--- src/rtl/wbm_pkg.sv ---
package wbm_pkg;
  typedef enum logic [1:0] {
    MS_IDLE = 2'd0,
    MS_WR   = 2'd1,
    MS_RD   = 2'd2
  } mstate_t;
endpackage

--- src/rtl/wbm_store.sv ---
module wbm_store #(
  parameter int ENTRIES = 4,
  parameter int WORDS   = 4,
  parameter int DATA_W  = 32,
  parameter int BADDR_W = 6,
  localparam int IDX_W  = $clog2(ENTRIES),
  localparam int OFF_W  = $clog2(WORDS),
  localparam int CNT_W  = $clog2(ENTRIES + 1)
) (
  input  logic                    clk,
  input  logic                    rst,
  input  logic                    st_valid,
  input  logic [BADDR_W-1:0]      st_blk,
  input  logic [OFF_W-1:0]        st_word,
  input  logic [DATA_W-1:0]       st_data,
  output logic                    st_ready,
  input  logic                    drain_busy,
  input  logic [IDX_W-1:0]        drain_idx,
  input  logic                    free_en,
  input  logic [BADDR_W-1:0]      look_blk,
  output logic                    look_hit,
  output logic [IDX_W-1:0]        look_idx,
  output logic                    any_valid,
  output logic [IDX_W-1:0]        oldest_idx,
  input  logic [IDX_W-1:0]        out_idx,
  output logic [BADDR_W-1:0]      out_blk,
  output logic [WORDS*DATA_W-1:0] out_block,
  output logic [WORDS-1:0]        out_mask
);
  logic [ENTRIES-1:0] vld;
  logic [BADDR_W-1:0] blk_q  [ENTRIES];
  logic [WORDS-1:0]   msk_q  [ENTRIES];
  logic [IDX_W-1:0]   rank_q [ENTRIES];
  // word storage, one write port, addressed {entry, word}
  logic [DATA_W-1:0]  dat_q  [ENTRIES*WORDS];

  logic [ENTRIES-1:0] hit_vec, free_vec, look_vec, head_vec;
  logic [IDX_W-1:0]   hit_idx, alloc_idx;
  logic [CNT_W-1:0]   cnt_valid;
  logic               hit, st_fire, do_alloc;
  logic [WORDS-1:0]   st_onehot;
  logic [IDX_W-1:0]   new_rank, tgt_idx;

  always_comb begin
    for (int i = 0; i < ENTRIES; i++) begin
      hit_vec[i]  = vld[i] && (blk_q[i] == st_blk) &&
                    !(drain_busy && (drain_idx == IDX_W'(i)));
      free_vec[i] = !vld[i];
      look_vec[i] = vld[i] && (blk_q[i] == look_blk);
      head_vec[i] = vld[i] && (rank_q[i] == '0);
    end
  end

  // lowest-index priority pick for each vector
  always_comb begin
    hit_idx = '0; alloc_idx = '0; look_idx = '0; oldest_idx = '0;
    cnt_valid = '0;
    for (int i = ENTRIES - 1; i >= 0; i--) begin
      if (hit_vec[i])  hit_idx    = IDX_W'(i);
      if (free_vec[i]) alloc_idx  = IDX_W'(i);
      if (look_vec[i]) look_idx   = IDX_W'(i);
      if (head_vec[i]) oldest_idx = IDX_W'(i);
    end
    for (int i = 0; i < ENTRIES; i++) cnt_valid = cnt_valid + CNT_W'(vld[i]);
  end

  assign hit       = |hit_vec;
  assign look_hit  = |look_vec;
  assign any_valid = |vld;
  assign st_ready  = hit || (|free_vec);
  assign st_fire   = st_valid && st_ready;
  assign do_alloc  = st_fire && !hit;
  assign st_onehot = WORDS'(1) << st_word;
  assign new_rank  = IDX_W'(cnt_valid - CNT_W'(free_en));
  assign tgt_idx   = hit ? hit_idx : alloc_idx;

  always_ff @(posedge clk) begin
    if (rst) begin
      vld <= '0;
      for (int i = 0; i < ENTRIES; i++) begin
        rank_q[i] <= '0;
        blk_q[i]  <= '0;
        msk_q[i]  <= '0;
      end
    end else begin
      for (int i = 0; i < ENTRIES; i++) begin
        if (free_en && (drain_idx == IDX_W'(i)))
          vld[i] <= 1'b0;
        else if (vld[i] && free_en && (rank_q[i] > rank_q[drain_idx]))
          rank_q[i] <= rank_q[i] - 1'b1;
        if (do_alloc && (alloc_idx == IDX_W'(i))) begin
          vld[i]    <= 1'b1;
          blk_q[i]  <= st_blk;
          msk_q[i]  <= st_onehot;
          rank_q[i] <= new_rank;
        end else if (st_fire && hit && (hit_idx == IDX_W'(i))) begin
          msk_q[i] <= msk_q[i] | st_onehot;
        end
      end
    end
  end

  always_ff @(posedge clk) begin
    if (st_fire) dat_q[{tgt_idx, st_word}] <= st_data;
  end

  generate
    for (genvar w = 0; w < WORDS; w++) begin : g_out
      assign out_block[w*DATA_W +: DATA_W] = dat_q[{out_idx, OFF_W'(w)}];
    end
  endgenerate
  assign out_blk  = blk_q[out_idx];
  assign out_mask = msk_q[out_idx];

  // two mergeable entries never share a block
  logic dup_blk;
  always_comb begin
    dup_blk = 1'b0;
    for (int i = 0; i < ENTRIES; i++)
      for (int j = i + 1; j < ENTRIES; j++)
        if (vld[i] && vld[j] && (blk_q[i] == blk_q[j]) &&
            !(drain_busy && (drain_idx == IDX_W'(i) || drain_idx == IDX_W'(j))))
          dup_blk = 1'b1;
  end

  p_block_unique_r2: assert property (@(posedge clk) disable iff (rst)
    !dup_blk);

  p_oldest_unique_r6: assert property (@(posedge clk) disable iff (rst)
    any_valid |-> $onehot(head_vec));
endmodule

--- src/rtl/wbm_memctl.sv ---
module wbm_memctl
  import wbm_pkg::*;
#(
  parameter int ENTRIES = 4,
  parameter int WORDS   = 4,
  parameter int DATA_W  = 32,
  parameter int BADDR_W = 6,
  localparam int IDX_W  = $clog2(ENTRIES)
) (
  input  logic                    clk,
  input  logic                    rst,
  input  logic                    rd_req,
  input  logic [BADDR_W-1:0]      rd_addr,
  input  logic                    any_valid,
  input  logic [IDX_W-1:0]        oldest_idx,
  input  logic                    look_hit,
  input  logic [IDX_W-1:0]        look_idx,
  input  logic                    mem_ack,
  input  logic [WORDS*DATA_W-1:0] mem_rdata,
  output logic                    drain_busy,
  output logic [IDX_W-1:0]        drain_idx,
  output logic                    free_en,
  output logic                    mem_req,
  output logic                    mem_we,
  output logic [BADDR_W-1:0]      rd_blk_q,
  output logic                    rd_done,
  output logic [WORDS*DATA_W-1:0] rd_data
);
  mstate_t          st_q;
  logic [IDX_W-1:0] idx_q;
  logic             want_rd;

  // a request still high in the pulse cycle belongs to the finished read
  assign want_rd    = rd_req && !rd_done;
  assign drain_busy = (st_q == MS_WR);
  assign drain_idx  = idx_q;
  assign free_en    = (st_q == MS_WR) && mem_ack;

  always_ff @(posedge clk) begin
    if (rst) begin
      st_q     <= MS_IDLE;
      idx_q    <= '0;
      rd_blk_q <= '0;
      mem_req  <= 1'b0;
      mem_we   <= 1'b0;
      rd_done  <= 1'b0;
      rd_data  <= '0;
    end else begin
      rd_done <= 1'b0;
      case (st_q)
        MS_IDLE: begin
          if (want_rd && look_hit) begin
            st_q <= MS_WR; idx_q <= look_idx; mem_req <= 1'b1; mem_we <= 1'b1;
          end else if (want_rd) begin
            st_q <= MS_RD; rd_blk_q <= rd_addr; mem_req <= 1'b1; mem_we <= 1'b0;
          end else if (any_valid) begin
            st_q <= MS_WR; idx_q <= oldest_idx; mem_req <= 1'b1; mem_we <= 1'b1;
          end
        end
        MS_WR: if (mem_ack) begin
          st_q <= MS_IDLE; mem_req <= 1'b0;
        end
        MS_RD: if (mem_ack) begin
          st_q <= MS_IDLE; mem_req <= 1'b0; rd_done <= 1'b1; rd_data <= mem_rdata;
        end
        default: st_q <= MS_IDLE;
      endcase
    end
  end

  p_done_pulse_r10: assert property (@(posedge clk) disable iff (rst)
    rd_done |=> !rd_done);
endmodule

--- src/rtl/wbuf_merge.sv ---
module wbuf_merge #(
  parameter int ADDR_W  = 8,
  parameter int DATA_W  = 32,
  parameter int ENTRIES = 4,
  parameter int WORDS   = 4,
  localparam int OFF_W   = $clog2(WORDS),
  localparam int BADDR_W = ADDR_W - OFF_W,
  localparam int IDX_W   = $clog2(ENTRIES)
) (
  input  logic                    clk,
  input  logic                    rst,
  input  logic                    st_valid,
  output logic                    st_ready,
  input  logic [ADDR_W-1:0]       st_addr,
  input  logic [DATA_W-1:0]       st_data,
  input  logic                    rd_req,
  input  logic [BADDR_W-1:0]      rd_addr,
  output logic                    rd_done,
  output logic [WORDS*DATA_W-1:0] rd_data,
  output logic                    mem_req,
  output logic                    mem_we,
  output logic [BADDR_W-1:0]      mem_addr,
  output logic [WORDS*DATA_W-1:0] mem_wdata,
  output logic [WORDS-1:0]        mem_wmask,
  input  logic                    mem_ack,
  input  logic [WORDS*DATA_W-1:0] mem_rdata
);
  logic               drain_busy, free_en, look_hit, any_valid;
  logic [IDX_W-1:0]   drain_idx, look_idx, oldest_idx;
  logic [BADDR_W-1:0] ent_blk, rd_blk_q;

  wbm_store #(.ENTRIES(ENTRIES), .WORDS(WORDS), .DATA_W(DATA_W), .BADDR_W(BADDR_W)) u_store (
    .clk(clk), .rst(rst),
    .st_valid(st_valid), .st_blk(st_addr[ADDR_W-1:OFF_W]), .st_word(st_addr[OFF_W-1:0]),
    .st_data(st_data), .st_ready(st_ready),
    .drain_busy(drain_busy), .drain_idx(drain_idx), .free_en(free_en),
    .look_blk(rd_addr), .look_hit(look_hit), .look_idx(look_idx),
    .any_valid(any_valid), .oldest_idx(oldest_idx),
    .out_idx(drain_idx), .out_blk(ent_blk), .out_block(mem_wdata), .out_mask(mem_wmask)
  );

  wbm_memctl #(.ENTRIES(ENTRIES), .WORDS(WORDS), .DATA_W(DATA_W), .BADDR_W(BADDR_W)) u_memctl (
    .clk(clk), .rst(rst),
    .rd_req(rd_req), .rd_addr(rd_addr),
    .any_valid(any_valid), .oldest_idx(oldest_idx),
    .look_hit(look_hit), .look_idx(look_idx),
    .mem_ack(mem_ack), .mem_rdata(mem_rdata),
    .drain_busy(drain_busy), .drain_idx(drain_idx), .free_en(free_en),
    .mem_req(mem_req), .mem_we(mem_we), .rd_blk_q(rd_blk_q),
    .rd_done(rd_done), .rd_data(rd_data)
  );

  assign mem_addr = mem_we ? ent_blk : rd_blk_q;

  p_req_hold_r9: assert property (@(posedge clk) disable iff (rst)
    (mem_req && !mem_ack) |=> (mem_req && $stable(mem_we) && $stable(mem_addr)));

  p_drain_frozen_r4: assert property (@(posedge clk) disable iff (rst)
    (mem_req && mem_we && !mem_ack) |=> ($stable(mem_wdata) && $stable(mem_wmask)));
endmodule

--- config.mk ---
export PLATFORM = sky130hd
export DESIGN_NAME = wbuf_merge
export DESIGN_NICKNAME = d
export VERILOG_FILES = /design/src/rtl/wbm_pkg.sv /design/src/rtl/wbm_store.sv /design/src/rtl/wbm_memctl.sv /design/src/rtl/wbuf_merge.sv
export SDC_FILE = /design/constraint.sdc
export NUM_CORES = 1
export LEC_CHECK = 0
export BUFFER_PORTS_ARGS = -buffer_cell sky130_fd_sc_hd__buf_4
export CAP_MARGIN = 20
export CORE_MARGIN = 4
export CORE_UTILIZATION = 51
export CTS_CLUSTER_SIZE = 24
export DETAILED_ROUTE_END_ITERATION = 7
export PLACE_DENSITY_LB_ADDON = 0.2
export SLEW_MARGIN = 20
export SYNTH_ARGS = -nofsm -noshare
export SYNTH_HDL_FRONTEND = slang
export SYNTH_SLANG_ARGS = --single-unit
--- constraint.sdc ---
create_clock -name clk -period 5.6 [get_ports clk]
set_input_delay 0.28 -clock clk [delete_from_list [all_inputs] [get_ports clk]]
set_output_delay 0.28 -clock clk [all_outputs]
set_load 0.03 [all_outputs]
==> run metrics <==
multi-input logic area=0.00695 sq mm; kind of critical path=reg -> out; sequential share of the synthesized area=72.7%; Top Family by Delay on Critical Path=flip-flops; crit end category=output pin; r2r startpoint=u_memctl.st_q[1]; Initial DRC Count=1,292; Tot GR Track Use=24.9%; Slew @ Worst Pin=1060 ps; setup violators final=0; total wire length=72.6 mm; ANT nets after route=0; RSZ-0062 raised after global routing=no; initial antenna violation count=10; share of the synthesized area in the top cell type=61.9%; global-route wire length before repair=107 mm; PortBufs=448; FP Rows=84; met1 WL=27.2 mm; CP Cell Sequence=buf_12 -> mux4_2 -> buf_4; highest routed layer=met5; post-synth top area cell=edfxtp_1; setup TNS=0 ps; pin count of the biggest net entering global routing=97; Syn Nets=1,866; Final Hold Fails=0; final net count=2,478; Worst EP arrival=3250 ps; Critical Path Fanout Max=93; number of global-route vias before repair=17.3k; outcome=complete, no violations; clk sinks=707; vias per cell=5.57; Fin Clk Skew=19.9 ps; H-tree Lvls=3; period utilization=63.0%; post-layout min period=3530 ps; initial core utilization=51.6%; routability cong.=0.887; final worst setup slack=2070 ps; worst r2r path cells=9; synth unique cells=63; Buf+Inv Stages, Crit Path=2; Design Area, Final=0.0354 sq mm; CP peak stage delay=970 ps; die area=0.0570 sq mm; synthesized area=0.0272 sq mm; Critical Path Source Type=flip-flop; CTS resizes=0; drt pass-1 iters=5; Peak VDD IR=0.263 mV; synth warn=0; max-cap violations=0; # DRC=0; Core Region=0.0527 sq mm; CP max stage cell=dfxtp_4; root buf cell=clkbuf_16; Top FF cell, synth=edfxtp_1; Synth area leaders=edfxtp_1 62%, mux4_2 12%, dfxtp_1 11%; flops & latches, synth=707; post-synthesis async set-or-reset flop share=0%; worst hold path class=in -> reg; GR Overflow Total=0; DIE WIDTH=239 um; placed instance area=0.0313 sq mm; worst reg2reg endpoint=u_store.dat_q[6][21]; DIE HEIGHT=239 um; Hold Path Depth=2; area grow syn2layout=30.1%; max_slew headroom=28.9%; TritonCTS clock tree=built; Worst-Skew Late Latency=600 ps; startpoint of the worst hold path=st_addr[7]; layout cells sized above 1=32.0%; utilization after layout=67.2%; routed wl met3=5.50 mm; FILL cells=3,490; drt wl/cell=23.9 um; Worst-path clk slew=60 ps; CTS Buf Count=73; maximum root-to-sink buffer count=3; Post-synth EDFFs=560; Avg Inst Size Synth=16.3 sq um; via count=16.9k; Synth Instances=1,667; Reg area=0.0198 sq mm; WP data required=5320 ps; Place WS=2300 ps; P_leak=12.4 nW; register-to-register setup slack=2190 ps; Pwr per Cell Area=350 mW/mm^2; num ports=449; Max Fclk=284 MHz; DP HPWL=46.3 mm; hold endpoint=u_store.blk_q[1][5]; commonest non-fill, non-tap cell in the layout=edfxtp_1; Max Slew Vio Count=0; met2 wire len=36.8 mm; commonest non-fill, non-tap cells in the layout=560 x edfxtp_1, 470 x buf_4, 282 x nand2_1
## metal layers
| metal | GRT usage (%) | up-vias |
|---|---|---|
| met5 | 0 | - |
| met4 | 10.1 | 6 |
| met3 | 5.92 | 177 |
| met2 | 42.2 | 721 |
| met1 | 31.2 | 8448 |
| li1 | - | 7535 |
## cell families (layout without fill, tap and decap cells)
kind of cell,Yosys count,after routing,share of synthesized area (%)
adders and majority gates,20,20,0.948
AOI/OAI and AO/OA,200,200,4.19
and+or+nand+nor,402,402,6.37
DFF,707,707,72.7
muxes,153,153,12.1
buffers and inverters,135,805,2.07
other,0,8,0
xor gates and xnor gates,50,50,1.61
## per-stage QoR
stage / power, mW / instances / hold slack [ps]
2_1_floorplan: 6.90 / 1667 / 379
3_3_place_gp: 7.50 / 2727 / 442
3_5_place_dp: 7.52 / 2727 / 449
4_1_cts: 12.5 / 3025 / 9.34
5_1_grt: 12.8 / 3031 / 12.2
6_report: 12.4 / 3033 / 43.9
## sequential cells by signal, indices dropped and copies added, names as in the netlist, named ones only
name	count
u_memctl.rd_done	1
u_store.vld	4
u_memctl.rd_data	128
u_store.rank_q	8
u_memctl.rd_blk_q	6
u_store.dat_q	512
u_store.msk_q	16
u_store.blk_q	24
u_memctl.st_q	2
u_memctl.drain_idx	2
u_memctl.mem_we	1
u_memctl.mem_req	1
## cells in the mapped netlist (all sizes together) (5+ instances only)
cell / instances
nand4: 8
nor4: 9
o22ai: 7
and2: 11
o21ai: 7
mux2i: 7
dfxtp: 147
o31ai: 6
clkbuf: 57
edfxtp: 560
inv: 36
ha: 19
xnor2: 33
xor2: 17
nor2: 52
nand2: 283
nor3b: 5
nor3: 15
mux4: 140
buf: 42
mux2: 6
a21oi: 147
## power breakdown
part | switching, mW | total (mW) | internal, mW
Combinational | 0.916 | 1.59 | 0.671
Clock | 1.97 | 4.87 | 2.90
Sequential | 0.111 | 5.92 | 5.81
Total | 3.00 | 12.4 | 9.38
## worst max path at each step
stage,startpoint,to,slack (ps),cells past startpoint
final,flip-flop,mem_wdata[28],2070,3
after global routing,flip-flop,mem_wdata[18],1800,3
after CTS,flip-flop,mem_wdata[45],1950,3
after detailed placement,u_memctl.st_q[1],u_store.dat_q[6][12],2300,9
after global placement,u_memctl.st_q[1],u_store.dat_q[7][6],2400,9
after floorplan,u_memctl.st_q[1],u_store.dat_q[4][0],90,9
## what timing repair did
item	CTS	global route
hold buffers	165	0
buffers inserted	0	0
hold endpoints to repair	630	0
## cell type report
class | instances | area share [%]
Sequential cell | 707 | 55.9
Multi-Input combinational cell | 825 | 19.7
Timing Repair Buffer | 636 | 14.7
Clock buffer | 97 | 5.66
Tap cell | 688 | 2.43
Clock inverter | 36 | 1.21
Inverter | 36 | 0.382
Antenna cell | 8 | 0.0566
Power figures use the tool's default switching activity.
